### src/rtl/irq_seq_pkg.sv
// Shared constants of the interrupt entry/return sequencer.
// Assumes status flag positions are fixed for the whole core.
package irq_seq_pkg;
    localparam int FLAG_DIS   = 0;      // interrupts disabled
    localparam int FLAG_PEND  = 1;      // exception pending
    localparam int FLAG_NMI   = 2;      // non-maskable service in progress
    localparam int CODE_BASE  = 'h80;   // exception code of source 0
    localparam int CODE_SHIFT = 4;      // code stride is 16 per source
endpackage

### src/rtl/irq_seq_status.sv
// Status word register with acceptance gating.
// Assumes at most one of take/reti/wr/di/ei per cycle; take wins if not.
module irq_seq_status #(
    parameter int          DATA_W  = 32,
    parameter logic [31:0] PSW_RST = 32'h1
) (
    input  logic              clk,
    input  logic              rst_n,
    input  logic              take_i,
    input  logic              reti_i,
    input  logic [DATA_W-1:0] restore_i,
    input  logic              wr_i,
    input  logic [DATA_W-1:0] wr_data_i,
    input  logic              di_i,
    input  logic              ei_i,
    output logic [DATA_W-1:0] psw_o,
    output logic              allowed_o
);
    import irq_seq_pkg::*;

    logic [DATA_W-1:0] psw_q;
    logic [DATA_W-1:0] psw_d;

    // Next status word from the active command.
    always_comb begin
        psw_d = psw_q;
        if (take_i) begin
            psw_d[FLAG_DIS]  = 1'b1;
            psw_d[FLAG_PEND] = 1'b0;
        end else if (reti_i) begin
            psw_d = restore_i;
        end else if (wr_i) begin
            psw_d = wr_data_i;
        end else if (di_i) begin
            psw_d[FLAG_DIS] = 1'b1;
        end else if (ei_i) begin
            psw_d[FLAG_DIS] = 1'b0;
        end
    end

    // Status word register.
    always_ff @(posedge clk) begin
        if (!rst_n) psw_q <= PSW_RST[DATA_W-1:0];
        else        psw_q <= psw_d;
    end

    // Acceptance needs both blocking flags clear.
    always_comb allowed_o = !(psw_q[FLAG_DIS] || psw_q[FLAG_NMI]);

    assign psw_o = psw_q;
endmodule

### src/rtl/irq_seq_save.sv
// Save registers for return address and status word.
// Assumes they are only written on interrupt entry.
module irq_seq_save #(
    parameter int DATA_W = 32
) (
    input  logic              clk,
    input  logic              rst_n,
    input  logic              take_i,
    input  logic [DATA_W-1:0] pc_i,
    input  logic [DATA_W-1:0] psw_i,
    output logic [DATA_W-1:0] save_pc_o,
    output logic [DATA_W-1:0] save_psw_o
);
    // Capture return address and pre-entry status on entry.
    always_ff @(posedge clk) begin
        if (!rst_n) begin
            save_pc_o  <= '0;
            save_psw_o <= '0;
        end else if (take_i) begin
            save_pc_o  <= pc_i;
            save_psw_o <= psw_i;
        end
    end
endmodule

### src/rtl/irq_seq_vector.sv
// Exception code and handler address per source, plus cause register.
// Assumes DATA_W > CODE_W and the code of the largest source fits CODE_W.
module irq_seq_vector #(
    parameter int SRC_W  = 6,
    parameter int DATA_W = 32,
    parameter int CODE_W = 16
) (
    input  logic              clk,
    input  logic              rst_n,
    input  logic              take_i,
    input  logic [SRC_W-1:0]  src_i,
    input  logic              wr_i,
    input  logic [DATA_W-1:0] wr_data_i,
    output logic [DATA_W-1:0] handler_o,
    output logic [DATA_W-1:0] cause_o
);
    import irq_seq_pkg::*;

    localparam int HI_W = DATA_W - CODE_W;

    logic [CODE_W-1:0] code;

    // Code grows by a fixed stride from a base per source number.
    always_comb code = CODE_W'(CODE_BASE) + (CODE_W'(src_i) << CODE_SHIFT);

    // Handler sits at the code used as an offset from address zero.
    always_comb handler_o = {{HI_W{1'b0}}, code};

    // Cause register: low half from entry, full word from a load.
    always_ff @(posedge clk) begin
        if (!rst_n)       cause_o <= '0;
        else if (take_i)  cause_o <= {cause_o[DATA_W-1:CODE_W], code};
        else if (wr_i)    cause_o <= wr_data_i;
    end
endmodule

### src/rtl/irq_seq.sv
// Interrupt entry and return sequencer top level.
// Assumes accept arrives only while int_allowed is high and that at most
// one strobe is active per cycle; a blocked accept is ignored.
module irq_seq #(
    parameter int          SRC_N   = 64,
    parameter int          DATA_W  = 32,
    parameter int          CODE_W  = 16,
    parameter logic [31:0] PC_RST  = 32'h0,
    parameter logic [31:0] PSW_RST = 32'h1,
    parameter int          SRC_W   = $clog2(SRC_N)
) (
    input  logic              clk,
    input  logic              rst_n,
    input  logic              acc_valid,
    input  logic [SRC_W-1:0]  acc_src,
    input  logic [DATA_W-1:0] resume_pc,
    input  logic              cmd_ei,
    input  logic              cmd_di,
    input  logic              cmd_reti,
    input  logic              cmd_wr_psw,
    input  logic              cmd_wr_cause,
    input  logic [DATA_W-1:0] wr_data,
    output logic              int_allowed,
    output logic [DATA_W-1:0] pc,
    output logic [DATA_W-1:0] psw,
    output logic [DATA_W-1:0] save_pc,
    output logic [DATA_W-1:0] save_psw,
    output logic [DATA_W-1:0] cause
);
    logic              take;
    logic [DATA_W-1:0] handler;
    logic [DATA_W-1:0] pc_q;

    // Entry happens only for an accept while acceptance is open.
    always_comb take = acc_valid && int_allowed;

    irq_seq_status #(.DATA_W(DATA_W), .PSW_RST(PSW_RST)) u_status (
        .clk       (clk),
        .rst_n     (rst_n),
        .take_i    (take),
        .reti_i    (cmd_reti),
        .restore_i (save_psw),
        .wr_i      (cmd_wr_psw),
        .wr_data_i (wr_data),
        .di_i      (cmd_di),
        .ei_i      (cmd_ei),
        .psw_o     (psw),
        .allowed_o (int_allowed)
    );

    irq_seq_save #(.DATA_W(DATA_W)) u_save (
        .clk        (clk),
        .rst_n      (rst_n),
        .take_i     (take),
        .pc_i       (resume_pc),
        .psw_i      (psw),
        .save_pc_o  (save_pc),
        .save_psw_o (save_psw)
    );

    irq_seq_vector #(.SRC_W(SRC_W), .DATA_W(DATA_W), .CODE_W(CODE_W)) u_vec (
        .clk       (clk),
        .rst_n     (rst_n),
        .take_i    (take),
        .src_i     (acc_src),
        .wr_i      (cmd_wr_cause),
        .wr_data_i (wr_data),
        .handler_o (handler),
        .cause_o   (cause)
    );

    // Program counter: redirected on entry, restored on return.
    always_ff @(posedge clk) begin
        if (!rst_n)        pc_q <= PC_RST[DATA_W-1:0];
        else if (take)     pc_q <= handler;
        else if (cmd_reti) pc_q <= save_pc;
    end

    assign pc = pc_q;
endmodule

### config.mk
export PLATFORM = sky130hd
export DESIGN_NAME = irq_seq
export DESIGN_NICKNAME = d
export VERILOG_FILES = /design/src/rtl/irq_seq_pkg.sv /design/src/rtl/irq_seq_status.sv /design/src/rtl/irq_seq_save.sv /design/src/rtl/irq_seq_vector.sv /design/src/rtl/irq_seq.sv
export SDC_FILE = /design/constraint.sdc
export NUM_CORES = 1
export LEC_CHECK = 0
export ABC_AREA = 1
export CORE_MARGIN = 2
export CORE_UTILIZATION = 30
export CTS_BUF_LIST = sky130_fd_sc_hd__clkbuf_16
export CTS_CLUSTER_SIZE = 25
export DETAILED_ROUTE_END_ITERATION = 12
export SYNTH_ARGS = -nofsm -noshare
export SYNTH_HDL_FRONTEND = slang
export SYNTH_SLANG_ARGS = --single-unit
### constraint.sdc
create_clock -name clk -period 1.4 [get_ports clk]
set_input_delay 0.35 -clock clk [delete_from_list [all_inputs] [get_ports clk]]
set_output_delay 0.35 -clock clk [all_outputs]
set_load 0.02 [all_outputs]
==> reports/qor.txt, run 1 <==
Port-buffer cells: 238
Synth Cell Area: 6201 sq um
ANT nets after route: 0
RSZ-0062 raised after global routing: true
fillers: 2165
final std cells w/o fill: 1394
Vias/cell: 4.478
area of the multi-input gates: 2608 sq um
drt first pass iters: 4
Post-synth EDFFs: 0
Switching Share: 28.60%
mux cell area share after synthesis: 0.1614%
Placement Setup Slack: -0.3481 ns
total track usage: 18.88%
GR Overflow Total: 0
DP Cell Count: 1363
Worst-path clk slew: 0.06 ns
worst min-delay path class: in -> reg
Syn-to-layout area delta: 47.15%
Starting Density: 30.65%
CP max stage delay: 0.33 ns
VDD IR max: 0.7673 mV
initial antenna violation count: 0
CP Max Fanout: 2
CP required: 1.05 ns
nets: 1191
first-pass GRT wire length: 32.27 mm
Die X: 147.8 microns
Post-Route WL: 20.78 mm
Clock Skews: 0.007040 ns
CTS H-tree depth: 4
share of layout cells above drive strength 1: 23.58%
total power: 11.35 mW
sequential area share after synthesis: 51.65%
CP Cell Sequence: clkdlybuf4s15_2
Tcrit/Tclk final: 98.39%
Post-DP HPWL: 15.10 mm
combinational group share of total power: 18.2%
Antenna diodes: 0
wire length on met3: 1.457 mm
WP buf/inv: 1
final worst setup slack: 0.02253 ns
post-synthesis compound-gate area fraction: 12.81%
Int Pwr: 8.101 mW
fin crit period: 1.377 ns
DR DRC count: 0
IO Pins: 239
CP Capture Type: primary output
CTS tree: yes
asr flop ratio synth: 0%
WL met2: 9.553 mm
row count: 52
core footprint: 20230 sq um
simple-gate share of the synthesized area: 28.55%
Final setup viols: 0
Yosys Warn Count: 0
Die Y: 147.8 microns
CP Data Arrival Time: 1.03 ns
Startpoint Class: flop
Top delay family on crit path: flip-flops
crit path kind: reg -> out
DR top layer: met4
clk buf depth: 2
area share of the largest cell type after synthesis: 51.65%
fmax: 0.7260 GHz
worst-margin pin slew: 0.3200 ns
xor/xnor cell area share of the yosys netlist: 0%
Worst path slowest cell: dfxtp_1
postcts setup bufs: 0
Yosys cell types: 24
status: finished, final reports clean
worst hold slack: 0.3624 ns
met1 wire length: 9.427 mm
final hold violations: 0
post-layout instance area: 9125 sq um
sequential share of power: 44.4%
vias in the first global route: 5740
Slew Limit Fails: 0
largest net degree at the start of global routing: 39
clk_lat worst skew: 0.42 ns
Mapped Cells: 856
leakage: 4.272 nW
die area: 21840 sq um
vias: 6243
post-synthesis cell type with the largest combined area: dfxtp_1
Switch Pwr: 3.245 mW
FF/Latch Area: 3211 sq um
clock share of power: 37.5%
main combinational cell family by area after synthesis: simple AND/OR/NAND/NOR gates
synth top area cells: dfxtp_1 52%, nand2_1 12%, nor2_1 12%, o21ai_0 6.4%, a21oi_1 4.4%
mean routed wirelength per cell: 14.91 microns
Synth Flop Type: dfxtp_1
DRT iter0 DRCs: 188
Root Driver: clkbuf_16
power density over cell area: 1243 nW/um^2
syn_area_per_cell: 7.244 sq um
Synth Register Bits: 160
Num Clock Sinks: 160
total CTS buffers: 17
GPL Wtd Cong: 0.7902
Slew headroom: 78.66%
Max-cap violations: 0
dpl cell area: 9269 sq um
Post-Synth Adder-Cell Area: 0.2018%
Syn Nets: 935
==> final timing paths <==
| check | startpoint | to | slack, ns | cells past startpoint |
|---|---|---|---|---|
| max reg2reg | u_status.psw_o[0] | pc[9] | 0.08 | 9 |
| min | cmd_reti | u_status.psw_o[1] | 0.36 | 4 |
| min reg2reg | u_save.save_psw_o[2] | u_save.save_psw_o[2] | 0.44 | 2 |
| max | u_vec.cause_o[1] | cause[1] | 0.02 | 1 |
==> layer usage <==
layer,up-vias,track usage (%)
li1,3238,-
met1,2799,24.55
met2,183,29.91
met3,23,5.895
met4,0,6.106
met5,-,0
==> layout by cell type (no fill, tap or decap), types with 41 or more instances in the layout <==
| cell type | count |
|---|---|
| nand2_1 | 196 |
| nor2_1 | 191 |
| dfxtp_1 | 158 |
| buf_2 | 145 |
| clkdlybuf4s50_1 | 75 |
| o21ai_0 | 58 |
| a21oi_1 | 54 |
| nand3_1 | 47 |
| o21ai_1 | 44 |
| buf_4 | 41 |
==> layout make-up <==
cell class | count | area share, %
tap | 270 | 3.702
clock inverter | 14 | 1.152
sequential | 160 | 35.18
inverter | 32 | 1.344
multi-input combinational | 606 | 28.58
timing repair buffer | 295 | 25.38
clock buffer | 17 | 4.662
==> logic make-up after synthesis <==
family,after synthesis
flops,160
buf+inv,90
simple gates,446
fa+ha+maj,1
mux,1
compound gates,158
==> registers in the layout, summed over array words and instances, names as in the netlist <==
signal and flops:
pc 32, u_save.save_pc_o 32, u_save.save_psw_o 32, u_status.psw_o 32
u_vec.cause_o 32
==> per-stage QoR <==
| stage | utilization, % | setup TNS (ns) |
|---|---|---|
| final | 45.10 | 0 |
| after detailed placement | 45.81 | -39.77 |
| after global routing | 45.10 | -0.3947 |
| after global placement | 45.81 | -37.27 |
| after floorplan | - | 0 |
| after CTS | 46.39 | -0.004359 |
==> power by group through the flow <==
stage | registers [mW] | logic [mW] | clock network [mW]
2_1_floorplan | 5.46 | 0.736 | 0
3_3_place_gp | 5.14 | 2.31 | 0
3_5_place_dp | 5.14 | 2.31 | 0
4_1_cts | 5.04 | 2.11 | 4.35
5_1_grt | 5.07 | 2.26 | 4.58
6_report | 5.03 | 2.06 | 4.25
==> repair_timing <==
action,in CTS,in global routing
endpoints found under the hold margin,0,0
hold buffers,0,0
setup endpoints to repair,220,112
gates resized for setup,585,81
==> synth_stat cells, types with 7 or more instances <==
cell	n
a21oi_1	54
clkbuf_1	19
nand3_1	47
inv_1	24
buf_4	8
dfxtp_1	160
nand2_1	198
inv_2	7
nor2_1	193
buf_2	28
o21ai_0	79
o21ai_1	23
Power figures use the tool's default switching activity.
==> run 2, diff against run 1 <==
CTS_CLUSTER_SIZE = not set   (was 25)
==> results of run 2 <==
Final layout, timing and power as in run 1 (identical DEF).
==> run 3, diff against run 2 <==
SKIP_LAST_GASP = 1   (was not set)
==> run 3 against run 2 <==
  * Cell area fell by 0.12%
  * Hold slack about the same
  * Register-to-register slack worse by 0.02 ns
  * Sequential power about the same
  * Utilization is 0.056 points lower
  * Critical endpoint unchanged
==> reports/qor.txt, run 3 (synthesis gave the netlist of run 1 again) <==
mean routed wirelength per cell: 14.92 microns
CP Max Fanout: 2
fin crit period: 1.377 ns
first-pass GRT wire length: 32.27 mm
area of the multi-input gates: 2600 sq um
Clock Skews: 0.006963 ns
Antenna diodes: 0
FF-to-FF End: u_status.psw_o[26]
Die X: 147.8 microns
Switch Pwr: 3.242 mW
CP Cell Sequence: clkdlybuf4s15_2
Hold Path Stages: 4
power density over cell area: 1244 nW/um^2
total CTS buffers: 17
Worst-path clk slew: 0.06 ns
IO Pins: 239
Starting Density: 30.65%
clk_lat worst skew: 0.42 ns
largest net degree at the start of global routing: 39
Port-buffer cells: 238
most frequent cells in the layout: 197 x nand2_1, 191 x nor2_1, 158 x dfxtp_1, 145 x buf_2, 75 x clkdlybuf4s50_1
final worst setup slack: 0.02258 ns
vias: 6236
Post-DP HPWL: 15.10 mm
Slew headroom: 78.95%
worst min-delay path class: in -> reg
Reg-to-Reg Start: u_status.psw_o[0]
sequential share of power: 44.4%
CTS tree: yes
Placement Setup Slack: -0.3481 ns
combinational group share of total power: 18.2%
Vias/cell: 4.473
FF/Latch Area: 3211 sq um
Startpoint Class: flop
Switching Share: 28.59%
GR Overflow Total: 0
CTS H-tree depth: 4
Num Clock Sinks: 160
Worst path slowest cell: dfxtp_1
total power: 11.34 mW
fillers: 2167
vias in the first global route: 5740
final hold violations: 0
Post-Route WL: 20.80 mm
crit path kind: reg -> out
worst-margin pin slew: 0.3157 ns
Hold EP: u_status.psw_o[1]
WP buf/inv: 1
initial antenna violation count: 0
R2R depth: 8
Final setup viols: 0
Syn-to-layout area delta: 46.97%
CP Data Arrival Time: 1.03 ns
nets: 1191
DRT iter0 DRCs: 174
Max-cap violations: 0
postcts setup bufs: 0
clk buf depth: 2
GPL Wtd Cong: 0.7902
share of layout cells above drive strength 1: 23.49%
total track usage: 18.88%
clock share of power: 37.5%
die area: 21840 sq um
CP max stage delay: 0.33 ns
RSZ-0062 raised after global routing: true
core footprint: 20230 sq um
ANT nets after route: 0
row count: 52
status: finished, final reports clean
DR DRC count: 0
leakage: 4.270 nW
Int Pwr: 8.098 mW
R2R Setup Slk: 0.06 ns
Hold-fix buffers, CTS: 0
CP required: 1.05 ns
drt first pass iters: 4
Tcrit/Tclk final: 98.39%
Root Driver: clkbuf_16
fmax: 0.7260 GHz
VDD IR max: 0.7673 mV
Die Y: 147.8 microns
Slew Limit Fails: 0
commonest non-fill, non-tap cell in the layout: nand2_1
Top delay family on crit path: flip-flops
hold path startpoint: cmd_reti
post-cts gate resize count: 585
CP Capture Type: primary output
run 3: cell types whose count changed in the layout (fill, tap and decap cells not counted):
cell,delta
o21ai_1,-1
nand2_1,+1
buf_6,-1
nand2_4,-1
o21ai_0,+1
buf_4,+1
run 3: layer usage:
metal  vias to the layer above  wire (microns)  track usage, %
li1                       3238               -               -
met5                         -               0               0
met2                       191            9532           29.91
met1                      2784            9446           24.55
met4                         0             343           6.106
met3                        23            1476           5.895
run 3: per-stage QoR:
stage               setup TNS [ns]  std cells  utilization [%]  instance area (sq um)  hold WS [ns]
floorplan                        0        856                -                   6201        0.4929
global placement            -37.27       1363            45.81                   9269        0.4301
detailed placement          -39.77       1363            45.81                   9269        0.4329
CTS                      -0.004359       1394            46.39                   9387        0.3610
global route                -1.145       1394            45.04                   9114        0.3584
finish                           0       1394            45.04                   9114        0.3620
run 3: layout make-up:
type                            instances  area share (%)
Clock buffer                           17           4.668
Clock inverter                         14           1.153
Tap cell                              270           3.707
Timing Repair Buffer                  295           25.37
Sequential cell                       160           35.23
Multi-Input combinational cell        606           28.53
Inverter                               32           1.345
run 3: how the worst max path moves through the flow:
stage | start | end | slack, ns | cells past startpoint
after floorplan | u_status.psw_o[0] | u_status.psw_o[0] | 0.07 | 7
after global placement | acc_valid | u_save.save_pc_o[18] | -0.32 | 5
after detailed placement | cmd_wr_psw | u_status.psw_o[28] | -0.35 | 8
after CTS | u_status.psw_o[0] | u_vec.cause_o[17] | -0.004 | 8
after global routing | u_status.psw_o[0] | u_vec.cause_o[25] | -0.07 | 8
final | u_vec.cause_o[1] | cause[1] | 0.02 | 1
run 3: power groups by stage:
stage	clock (mW)	combinational [mW]	sequential, mW
finish	4.25	2.06	5.03
global route	4.58	2.25	5.07
CTS	4.35	2.11	5.04
detailed placement	0	2.31	5.14
global placement	0	2.31	5.14
floorplan	0	0.736	5.46
